**config.mk**
```make
export PLATFORM = sky130hd
export DESIGN_NAME = adc_ctrl
export DESIGN_NICKNAME = d
export VERILOG_FILES = /design/src/rtl/adc_ctrl_pkg.sv /design/src/rtl/adc_clk_div.sv /design/src/rtl/adc_conv_seq.sv /design/src/rtl/adc_ctrl.sv
export SDC_FILE = /design/constraint.sdc
export NUM_CORES = 1
export LEC_CHECK = 0
export BUFFER_PORTS_ARGS = -buffer_cell sky130_fd_sc_hd__clkbuf_2
export CORE_MARGIN = 5
export CORE_UTILIZATION = 54
export DETAILED_ROUTE_END_ITERATION = 10
export PLACE_DENSITY = 0.83
export SYNTH_ARGS = -nofsm -noshare
export SYNTH_HDL_FRONTEND = slang
export SYNTH_SLANG_ARGS = --single-unit
```
**constraint.sdc**
```tcl
create_clock -name clk -period 3.55 [get_ports clk]
set_input_delay 0.355 -clock clk [delete_from_list [all_inputs] [get_ports clk]]
set_output_delay 0.355 -clock clk [all_outputs]
set_load 0.05 [all_outputs]
```
**src/rtl/adc_ctrl_pkg.sv**
```systemverilog
package adc_ctrl_pkg;
  localparam int REG_W     = 8;
  localparam int PS_W      = 3;
  localparam int BIT_EN    = 7;
  localparam int BIT_START = 6;
  localparam int BIT_AUTO  = 5;
  localparam int BIT_FLAG  = 4;
  localparam int BIT_IE    = 3;
  localparam int INIT_LEN  = 25;
  localparam int NORM_LEN  = 13;

  typedef struct packed {
    logic            en;
    logic            auto_trig;
    logic            ie;
    logic [PS_W-1:0] ps;
  } cfg_t;
endpackage

```
**src/rtl/adc_clk_div.sv**
```systemverilog
module adc_clk_div #(
  parameter int SEL_W = 3,
  parameter int CNT_W = 7
) (
  input  logic             clk,
  input  logic             rst_n,
  input  logic             en_i,
  input  logic [SEL_W-1:0] sel_i,
  output logic             tick_o
);
  logic [CNT_W-1:0] cnt_q, cnt_d, mask;
  int shift;

  always_comb begin
    shift = (int'(sel_i) < 2) ? 1 : int'(sel_i);
    for (int i = 0; i < CNT_W; i++) mask[i] = (i < shift);
    tick_o = en_i && ((cnt_q & mask) == mask);
    cnt_d  = en_i ? cnt_q + 1'b1 : '0;
  end

  always_ff @(posedge clk or negedge rst_n) begin
    if (!rst_n) cnt_q <= '0;
    else        cnt_q <= cnt_d;
  end


  tick_gap_chk: assert property (@(posedge clk) disable iff (!rst_n)
    tick_o |=> !tick_o);
endmodule

```
**src/rtl/adc_conv_seq.sv**
```systemverilog
module adc_conv_seq #(
  parameter int FIRST_LEN = 25,
  parameter int LATER_LEN = 13
) (
  input  logic clk,
  input  logic rst_n,
  input  logic en_i,
  input  logic start_i,
  input  logic tick_i,
  input  logic cont_i,
  output logic busy_o,
  output logic done_o
);
  localparam int CYC_W = $clog2(FIRST_LEN);

  logic             busy_q, busy_d, first_q, first_d;
  logic [CYC_W-1:0] cyc_q, cyc_d, last_cyc;

  always_comb begin
    last_cyc = first_q ? CYC_W'(FIRST_LEN - 1) : CYC_W'(LATER_LEN - 1);
    done_o   = busy_q && tick_i && (cyc_q == last_cyc);
    busy_d   = busy_q;
    cyc_d    = cyc_q;
    first_d  = first_q;
    if (!en_i) begin
      busy_d  = 1'b0;
      cyc_d   = '0;
      first_d = 1'b1;
    end else if (start_i && !busy_q) begin
      busy_d = 1'b1;
      cyc_d  = '0;
    end else if (busy_q && tick_i) begin
      if (done_o) begin
        first_d = 1'b0;
        cyc_d   = '0;
        busy_d  = cont_i;
      end else begin
        cyc_d = cyc_q + 1'b1;
      end
    end
  end

  always_ff @(posedge clk or negedge rst_n) begin
    if (!rst_n) begin
      busy_q  <= 1'b0;
      first_q <= 1'b1;
      cyc_q   <= '0;
    end else begin
      busy_q  <= busy_d;
      first_q <= first_d;
      cyc_q   <= cyc_d;
    end
  end

  assign busy_o = busy_q;


  cyc_range_chk: assert property (@(posedge clk) disable iff (!rst_n)
    busy_q |-> (int'(cyc_q) < FIRST_LEN));

  busy_end_chk: assert property (@(posedge clk) disable iff (!rst_n)
    $fell(busy_q) |-> $past(done_o || !en_i));
endmodule

```
**src/rtl/adc_ctrl.sv**
```systemverilog
module adc_ctrl
  import adc_ctrl_pkg::*;
#(
  parameter int RES_W = 10,
  parameter int DIV_W = 7
) (
  input  logic             clk,
  input  logic             rst_n,
  input  logic             wr_en_i,
  input  logic [REG_W-1:0] wr_data_i,
  output logic [REG_W-1:0] rd_data_o,
  input  logic             trig_i,
  input  logic             free_run_i,
  input  logic             gie_i,
  input  logic             irq_ack_i,
  input  logic [RES_W-1:0] conv_data_i,
  output logic [RES_W-1:0] result_o,
  output logic             irq_o
);
  cfg_t             cfg_q, cfg_d;
  logic             flag_q, flag_d, trig_q, trig_edge;
  logic             start_req, cont, tick, busy, seq_done;
  logic [RES_W-1:0] result_q, result_d;

  always_comb begin
    cfg_d = cfg_q;
    if (wr_en_i) begin
      cfg_d.en        = wr_data_i[BIT_EN];
      cfg_d.auto_trig = wr_data_i[BIT_AUTO];
      cfg_d.ie        = wr_data_i[BIT_IE];
      cfg_d.ps        = wr_data_i[PS_W-1:0];
    end
    trig_edge = trig_i && !trig_q;
    start_req = cfg_d.en && ((wr_en_i && wr_data_i[BIT_START]) ||
                (cfg_q.auto_trig && cfg_q.en && !free_run_i && trig_edge));
    cont      = cfg_q.auto_trig && free_run_i;
    if (seq_done)                                        flag_d = 1'b1;
    else if ((wr_en_i && wr_data_i[BIT_FLAG]) || irq_ack_i) flag_d = 1'b0;
    else                                                 flag_d = flag_q;
    result_d = seq_done ? conv_data_i : result_q;
  end

  always_ff @(posedge clk or negedge rst_n) begin
    if (!rst_n) begin
      cfg_q    <= '0;
      flag_q   <= 1'b0;
      trig_q   <= 1'b0;
      result_q <= '0;
    end else begin
      cfg_q    <= cfg_d;
      flag_q   <= flag_d;
      trig_q   <= trig_i;
      result_q <= result_d;
    end
  end

  adc_clk_div #(.SEL_W(PS_W), .CNT_W(DIV_W)) i_div (
    .clk(clk), .rst_n(rst_n), .en_i(cfg_q.en), .sel_i(cfg_q.ps), .tick_o(tick)
  );

  adc_conv_seq #(.FIRST_LEN(INIT_LEN), .LATER_LEN(NORM_LEN)) i_seq (
    .clk(clk), .rst_n(rst_n), .en_i(cfg_d.en), .start_i(start_req),
    .tick_i(tick), .cont_i(cont), .busy_o(busy), .done_o(seq_done)
  );

  assign rd_data_o = {cfg_q.en, busy, cfg_q.auto_trig, flag_q, cfg_q.ie, cfg_q.ps};
  assign result_o  = result_q;
  assign irq_o     = flag_q && cfg_q.ie && gie_i;


  flag_rise_chk: assert property (@(posedge clk) disable iff (!rst_n)
    $rose(flag_q) |-> $past(seq_done));

  result_hold_chk: assert property (@(posedge clk) disable iff (!rst_n)
    !seq_done |=> $stable(result_q));

  idle_when_off_chk: assert property (@(posedge clk) disable iff (!rst_n)
    !cfg_q.en |-> !busy);
endmodule

```
# After elaboration in Yosys (flattened, before gate mapping)
# Index checks and enable logic that the tools add are counted.
# totals
n_memories	0
register_bits	32
mem_bits_ro	0
output_inout_bits	19
ram_bits	0
latch_bits	0
# classes
shifts	0
magnitude_cmp	8
div	0
multipliers	0
n_eq_ne	7
n_reduce_logical	22
n_bitwise	1
muxes	18
n_addsub	2
# op_table
cell	count
$lt 4x32->1 const A	3
$lt 3x32->1 const A	2
$lt 1x32->1 const A	1
$lt 2x32->1 const A	1
$mux 5	5
$logic_and 1x1->1	14
$mux 1	10
$add 7x1->7 const B	1
$and 7x7->7	1
$eq 7x7->1	1
$mux 7	1
$mux 6	1
$ne 3x1->1 const B	2
$add 5x1->5 const B	1
$eq 5x5->1	1
$ne 2x1->1 const B	2
$logic_not 1->1	3
$lt 3x2->1 const B	1
$mux 3	1
$reduce_and 3->1	1
$logic_or 1x1->1	2
$ne 2x2->1 const B	1
$reduce_and 2->1	1
$reduce_bool 2->1	1

# Longest topological paths before layout
# Gate-level depths: netlist of run 1.
# logic_depth
word_depth	12
ltp_mapped	8
mapped_depth_nobuf	7

# Hierarchy
# Synthesis of run 1 repeated with hierarchy kept, for this count alone.
# unflattened
hier_cells	121
area_unflattened_um2	1487.7
# modules_own_cells
mod	seq_area_each_um2	n_inst	cells_per_inst	area_each_um2
adc_ctrl	450.4	1	48	739.5
adc_conv_seq	176.4	1	39	385.4
adc_clk_div	175.2	1	34	362.8

# Worst setup path after synthesis of run 1
# No wires, ideal clock.
# synth_path
path_type	reg-to-reg
from	reg cfg_q (netlist bit rd_data_o[1])
to	reg result_q[3], in the netlist result_o[3]
path_buffers	1
setup_time_ns	0.125
synth_period_minus_slack_ns	2.057
arrival_ns	1.932
path_stages_with_launch	6
slack_ns	1.493
t_required_ns	3.425
cell_sequence	dfrtp_1 o21bai_1 o211ai_1 nor4b_4 buf_6 mux2_2
# synth_via
elab_chain_cells	8
word_cells_on_any_way	14
classes_between	order compare (8); eq/ne (1); mux (1); bitwise (1); reduce/logical (3)
# synth_lines
item	line	rtl
start: declaration	adc_ctrl.sv:20	cfg_t cfg_q, cfg_d;
start signal: assignment	adc_ctrl.sv:50	cfg_q <= cfg_d;
$lt 3x2->1	adc_clk_div.sv:15	shift = (int'(sel_i) < 2) ? 1 : int'(sel_i);
$mux 3 (*)	adc_clk_div.sv:15	
$lt 1x32->1, or another cell as far along	adc_clk_div.sv:16	for (int i = 0; i < CNT_W; i++) mask[i] = (i < shift);
$and 7x7->7	adc_clk_div.sv:17	tick_o = en_i && ((cnt_q & mask) == mask);
$eq 7x7->1 (*)	adc_clk_div.sv:17	
$logic_and 1x1->1 (*)	adc_clk_div.sv:17	
$logic_and 1x1->1 (*) (2 in series)	adc_conv_seq.sv:21	done_o = busy_q && tick_i && (cyc_q == last_cyc);
end signal: assignment	adc_ctrl.sv:53	result_q <= result_d;
end: declaration	adc_ctrl.sv:23	logic [RES_W-1:0] result_q, result_d;
# Every way passes the cells marked *; elsewhere a longest branch is shown, timed or not.
# A chain may end at the register's enable or synchronous reset.

# Final worst setup path of run 1
# layout_path
from	reg cfg_q (netlist bit rd_data_o[7])
to	reg result_q[6], in the netlist result_o[6]
# layout_via
elab_chain_cells	3
# layout_lines
item	line
$logic_and 1x1->1	adc_clk_div.sv:17
$logic_and 1x1->1 (2 in series)	adc_conv_seq.sv:21
# No other way between the ends.

==> reports/metrics.csv, run 1 <==
metric,value,unit
status,finished clean,
yosys warns,0,
Post-Syn Area per Cell,12.0,sq um
Setup crit end kind,register,
remaining antenna violation count,0,
number of DRC markers in iteration 0,33,
#FFs+latches synth,32,
Inst Count DP,193,
worst path required time,3.77,ns
post-synthesis sequential area ratio,53.8,%
total global-route track usage,16.8,%
met1 Resource Use GR,20.6,%
maximum vdd ir drop,0.000342,V
Reg2Reg Depth,4,
CP max stage delay,0.83,ns
Port-buffer cells,43,
initial core utilization,55.0,%
net count after synthesis,152,
# Post-CTS Setup Buffers,0,
Netlist cell types,37,
CTS Buffer Depth,2,
crit-path max FO,16,
final setup TNS,0,ns
largest net degree at the start of global routing,33,
worst setup path class,reg -> reg,
path length in cells of the critical path,4,
die area,3910,sq um
detailed placement HPWL,2290,microns
Area Overhead vs Synth,18.9,%
"Clk Latency, worst-skew pair",0.33,ns
diode count,0,
I/O pins,44,
drt wl/cell,14.8,microns
Top Family by Delay on Critical Path,simple AND/OR/NAND/NOR gates,
CP max-delay cell,nor4b_4,
CP startpoint kind,register,
Layout Skew,0.00757,ns
floorplan die height,62.5,microns
pre-CTS WS,1.30,ns
asr flop ratio synth,100,%
Site Rows,19,
CP bufs+invs,0,
Leak,0.892,nW
final-layout fill cell count,242,
Crit path arrival time,2.47,ns
Tmin final,2.24,ns
clock sink count,32,
vias post-DR,1081,
hold-fix buffers at CTS,0,
fin cells,200,
initial antenna violation count,0,
Num CTS Buffers,5,
CTS tree,yes,
# nets final,197,
slew of the pin with the lowest slew margin,0.871,ns
vias per std cell,5.41,
GR Util met3,7.19,%
CP Cell Sequence,and3_1 > o211ai_1 > nor4b_4 > mux2_2,
maximum level of the CTS H-tree,2,
CTS resizes,0,
Max Slew Vio Count,0,
maxcap violations,0,
"CTS clk-pin slew, worst paths",0.10,ns
setup violators final,0,
first-pass GRT wire length,5180,microns
predominant post-synthesis flop cell,dfrtp_1,
first-pass iteration count of the detailed router,4,
ratio of cells with drive above 1 in the final layout,42.0,%
vias in the first global route,1147,
Post-Syn Area,1490,sq um
Max Fclk,446,MHz
RSZ-0062 raised after global routing,no,
Setup WS post-layout,1.31,ns
Final Hold Fails,0,
"EDFF count, synth",0,
GR Layer Usage met2,25.9,%
most used routing layer in global routing,met2,
Synth Instances,124,
DRT Wirelength,2960,microns
Power Density,408,nW/um^2
worst rel slew slack,41.7,%
Die X,62.5,microns
GRT Residual Overflow,0,
# DRC,0,
Hold WC Path Type,in -> async,
core area,2710,sq um
final cycle utilization of the critical path,63.2,%
Clock Root Buffer,clkbuf_4,
GPL Wtd Cong,0.892,
-- power by group --
group	internal, mW	total, mW	switching (mW)
Sequential	0.378	0.397	0.0185
Combinational	0.0330	0.0963	0.0633
Clock	0.112	0.230	0.118
-- cell type report --
| cell class | instances | area, sq um | share of cell area (%) |
|---|---|---|---|
| tap | 31 | 38.8 | 2.19 |
| multi-input combinational | 82 | 632 | 35.7 |
| clock buffer | 7 | 65.1 | 3.67 |
| sequential | 32 | 802 | 45.3 |
| inverter | 5 | 18.8 | 1.06 |
| timing repair buffer | 43 | 215 | 12.1 |
-- worst register-to-register path: stages (launching register included) --
cell,delay [ns]
dfrtp_1,0.50
and3_1,0.20
o211ai_1,0.20
nor4b_4,0.83
mux2_2,0.42
-- path summary, 6_finish.rpt --
kind                                          start                         end  slack, ns
max                          rd_data_o[7]$_DFF_PN0_     result_o[6]$_DFFE_PN0P_       1.31
min                                           rst_n  i_seq.cyc_q[4]$_DFFE_PN0P_       0.08
max reg2reg                  rd_data_o[7]$_DFF_PN0_     result_o[6]$_DFFE_PN0P_       1.31
min reg2reg                i_div.cnt_q[0]$_DFF_PN0_    i_div.cnt_q[0]$_DFF_PN0_       0.51
max in group asynchronous                     rst_n      rd_data_o[7]$_DFF_PN0_       2.99
min in group clk                             trig_i            trig_q$_DFF_PN0_       0.14
-- metrics by stage --
stage | hold WS, ns | instance area [sq um] | utilization, % | total power, mW
3_5_place_dp | 0.467 | 1710 | 63.0 | 0.501
4_1_cts | 0.0981 | 1770 | 65.4 | 0.733
5_1_grt | 0.127 | 1770 | 65.4 | 0.759
6_report | 0.0762 | 1770 | 65.4 | 0.723
3_3_place_gp | 0.457 | 1710 | 63.0 | 0.497
2_1_floorplan | 0.0594 | 1490 | - | 0.464
-- synthesized netlist by cell type (2+ instances only) --
| cell type | instances | area (sq um) |
|---|---|---|
| mux2i_1 | 2 | 20.0 |
| nand3b_1 | 2 | 15.0 |
| inv_1 | 5 | 18.8 |
| mux2_2 | 15 | 169 |
| ha_1 | 3 | 37.5 |
| buf_4 | 3 | 22.5 |
| nand2b_1 | 3 | 18.8 |
| dfrtp_1 | 31 | 776 |
| nor2_1 | 6 | 22.5 |
| nand3_1 | 6 | 30.0 |
| xnor2_1 | 7 | 61.3 |
| a21oi_1 | 2 | 10.0 |
| nand2_1 | 7 | 26.3 |
| and2_1 | 6 | 37.5 |
| and3_1 | 3 | 18.8 |
| nor4_1 | 2 | 12.5 |
-- metal layers --
metal | routed length, microns | vias up
met4 | 68 | 0
met1 | 1270 | 515
li1 | - | 519
met2 | 1420 | 37
met5 | 0 | -
met3 | 203 | 10
-- cells in the final DEF (no fill, tap or decap), types with 5 or more instances in the layout --
cell      Yosys  layout
clkbuf_2      0      43
dfrtp_1      31      31
mux2_2       15      15
xnor2_1       7       7
nand2_1       7       7
nand3_1       6       6
and2_1        6       6
nor2_1        6       6
inv_1         5       5
clkbuf_4      0       5
-- flip-flops by register name, indices dropped and copies added (netlist names) --
| register | cells |
|---|---|
| trig_q | 1 |
| result_o | 10 |
| i_seq.first_q | 1 |
| rd_data_o | 6 |
| i_seq.busy_o | 1 |
| i_seq.cyc_q | 5 |
| flag_q | 1 |
| i_div.cnt_q | 7 |
-- kinds of logic after synthesis --
logic type,share of synthesized area (%)
adders and majority gates,2.52
AOI/OAI and AO/OA,5.12
muxes,12.7
xor gates and xnor gates,4.70
buffers and inverters,3.78
DFF,53.8
and+or+nand+nor,17.4
Note: power is estimated with default switching activity, not from simulation.
==> run 2, diff against run 1 <==
--- a/config.mk
+++ b/config.mk
@@ -5,11 +5,12 @@
 export SDC_FILE = /design/constraint.sdc
 export NUM_CORES = 1
 export LEC_CHECK = 0
+export ABC_AREA = 1
 export BUFFER_PORTS_ARGS = -buffer_cell sky130_fd_sc_hd__clkbuf_2
 export CORE_MARGIN = 5
-export CORE_UTILIZATION = 54
+export CORE_UTILIZATION = 45
 export DETAILED_ROUTE_END_ITERATION = 10
-export PLACE_DENSITY = 0.83
+export PLACE_DENSITY = 0.74
 export SYNTH_ARGS = -nofsm -noshare
 export SYNTH_HDL_FRONTEND = slang
 export SYNTH_SLANG_ARGS = --single-unit
==> constraint.sdc (replaced) <==
create_clock -name clk -period 1.9 [get_ports clk]
set_input_delay 0.19 -clock clk [delete_from_list [all_inputs] [get_ports clk]]
set_output_delay 0.19 -clock clk [all_outputs]
set_load 0.05 [all_outputs]
==> reports/metrics.csv, run 2 <==
metric,value,unit,change
final setup TNS,0,ns,unchanged
vias post-DR,1259,,+16%
post-synthesis sequential area ratio,53.9,%,+0.091 points
Synth top cells by count,"61 x nand2_1, 31 x dfrtp_1, 16 x inv_1, 16 x nor2_1, 10 x nand3_1",,
CP max stage delay,0.40,ns,-0.43 ns
worst path required time,2.16,ns,-1.61 ns
RSZ-0062 raised after global routing,no,,
drt wl/cell,11.3,microns,-24%
Crit path arrival time,1.80,ns,-0.67 ns
Clock Root Buffer,clkbuf_4,,
asr flop ratio synth,100,%,unchanged
met2 wire length,1410,microns,-0.71%
vias in the first global route,1268,,+11%
net count after synthesis,203,,+34%
reg2reg end,result_o[3]$_DFFE_PN0P_,,
Post-Syn Area,1490,sq um,-0.17%
CP bufs+invs,4,,+4
Met1 Wirelength,1360,microns,+7.2%
final cycle utilization of the critical path,80.9,%,+18 points
post-synth top area share,52.1,%,+0.088 points
flop2flop setup slack,0.36,ns,-0.94 ns
"EDFF count, synth",0,,unchanged
Num CTS Buffers,5,,unchanged
I/O pins,44,,unchanged
status,finished clean,,
"CTS clk-pin slew, worst paths",0.08,ns,-0.02 ns
clock sink count,32,,unchanged
path length in cells of the critical path,11,,+7
# DRC,0,,unchanged
Max Slew Vio Count,0,,unchanged
predominant post-synthesis flop cell,dfrtp_1,,
Area contributors post-synth,"dfrtp_1 52%, nand2_1 15%, inv_1 4.0%, nor2_1 4.0%, mux2_2 3.8%",,
Area Overhead vs Synth,21.0,%,
largest area contributor in the netlist,dfrtp_1,,
Top Family by Delay on Critical Path,buffers and inverters,,
yosys warns,0,,unchanged
CP startpoint,i_seq.cyc_q[0]$_DFFE_PN0P_,,
Power Density,758,nW/um^2,+86%
first-pass iteration count of the detailed router,5,,+1
met3 WL post-DR,210,microns,+3.4%
GRT Residual Overflow,0,,unchanged
ratio of cells with drive above 1 in the final layout,27.4,%,-15 points
vias per std cell,4.72,,-13%
total power,1.37,mW,+89%
worst setup path class,reg -> reg,,
CP startpoint kind,register,,
Setup crit end kind,register,,
Leak,0.940,nW,+5.3%
Netlist cell types,21,,-43%
cell mode on critical path,nand2_1,,
CP max-delay cell,dfrtp_1,,
first-pass GRT wire length,5480,microns,+5.7%
CTS tree,yes,,
top routing layer in use,met4,,
initial core utilization,47.9,%,-7.0 points
"most common cell after layout, fill and taps aside",nand2_1,,
floorplan die height,67.5,microns,+7.9%
# Post-CTS Setup Buffers,0,,unchanged
Synth Instances,175,,+41%
GPL Wtd Cong,0.753,,-16%
total global-route track usage,16.0,%,-0.76 points
#FFs+latches synth,32,,unchanged
Reg2Reg Depth,11,,+7
slew of the pin with the lowest slew margin,0.762,ns,-0.108 ns
Site Rows,20,,+1
number of DRC markers in iteration 0,46,,+39%
detailed placement HPWL,2330,microns,+1.7%
FF-to-FF Start,i_seq.cyc_q[0]$_DFFE_PN0P_,,
setup violators final,0,,unchanged
largest net degree at the start of global routing,33,,unchanged
worst rel slew slack,49.2,%,+7.5 points
remaining antenna violation count,0,,unchanged
Worst setup endpoint,result_o[3]$_DFFE_PN0P_,,
final-layout fill cell count,318,,+31%
Final Hold Fails,0,,unchanged
maxcap violations,0,,unchanged
DRT Wirelength,3020,microns,+2.0%
core area,3100,sq um,+14%
crit-path max FO,13,,-3
"Clk Latency, worst-skew pair",0.33,ns,about the same
Tmin final,1.54,ns,-0.707 ns
max reg flops,10,,unchanged
initial antenna violation count,0,,unchanged
Die X,67.5,microns,+7.9%
Post-Syn Area per Cell,8.50,sq um,-29%
maximum level of the CTS H-tree,2,,unchanged
CTS Buffer Depth,2,,unchanged
# nets final,250,,+27%
CP Cell Sequence,inv_1 > ha_1 > nand2_1 > inv_1 > nand2_1 > nor2_1 > nand3_2 > buf_4 > inv_2 > nand2_1 > nand2_1,,
most numerous cell in the Yosys netlist,nand2_1,,
Hold WC Path Type,in -> reg,,
die area,4560,sq um,+17%
Max Fclk,651,MHz,+46%
Port-buffer cells,43,,unchanged
Layout Skew,0.0128,ns,+0.00518 ns
maximum vdd ir drop,0.000413,V,+21%
most frequent cells in the layout,"61 x nand2_1, 43 x clkbuf_2, 31 x dfrtp_1, 16 x inv_1, 16 x nor2_1",,
diode count,0,,unchanged
[run 2: metal layers]
layer	track usage, %	up-vias
li1	-	644
met1	20.0	579
met2	25.0	32
met3	6.16	4
met4	6.08	0
met5	0	-
[run 2: through the flow]
step / cells / util [%] / cell area [sq um] / setup WS (ns) / hold slack, ns
2_1_floorplan: 175 / - / 1490 / 0.339 / -0.106
3_3_place_gp: 257 / 55.5 / 1720 / 0.388 / 0.305
3_5_place_dp: 257 / 55.5 / 1720 / 0.363 / 0.310
4_1_cts: 267 / 58.0 / 1800 / 0.344 / 0.0416
5_1_grt: 267 / 58.0 / 1800 / 0.152 / 0.0461
6_report: 267 / 58.0 / 1800 / 0.363 / 0.0578
[run 2: repair_timing]
item                       in CTS  in global routing
hold buffers                    2                  0
resized for setup               0                  0
setup endpoints to repair       0                  0
hold endpoints to repair       32                  0
[run 2: cell type report]
cell class / count / area (sq um) / share of cell area, %
multi-input combinational: 120 / 578 / 32.1
inverter: 17 / 63.8 / 3.54
timing repair buffer: 46 / 243 / 13.5
sequential: 32 / 802 / 44.5
tap: 44 / 55.1 / 3.06
clock buffer: 8 / 58.8 / 3.27
[run 2: cells by family after synthesis]
group	count (synthesis)	synth area share, %
AO/OA/AOI/OAI	16	5.63
XOR/XNOR	1	0.589
adder cells (fa/ha/maj)	3	2.52
buffers and inverters	23	7.23
flip-flops	32	53.9
multiplexers	5	3.78
AND/OR/NAND/NOR	95	26.3
[run 2: where the power goes]
group / internal, mW / total [mW] / switching [mW]
clock: 0.182 / 0.399 / 0.217
sequential: 0.714 / 0.749 / 0.0353
combinational: 0.0701 / 0.217 / 0.147
[run 2: tightest hold or removal path: stages]
cell,delay (ns)
clkbuf_2,0.07
nand2_1,0.04
nand2_1,0.04
[run 2: worst min path at each step]
stage,startpoint,endpoint,cells past startpoint
after floorplan,rst_n,flag_q$_DFFE_PN0P_,0
after global placement,rst_n,i_div.cnt_q[5]$_DFF_PN0_,1
after detailed placement,rst_n,i_div.cnt_q[4]$_DFF_PN0_,1
after CTS,conv_data_i[1],result_o[1]$_DFFE_PN0P_,3
after global routing,conv_data_i[1],result_o[1]$_DFFE_PN0P_,3
final,conv_data_i[1],result_o[1]$_DFFE_PN0P_,3
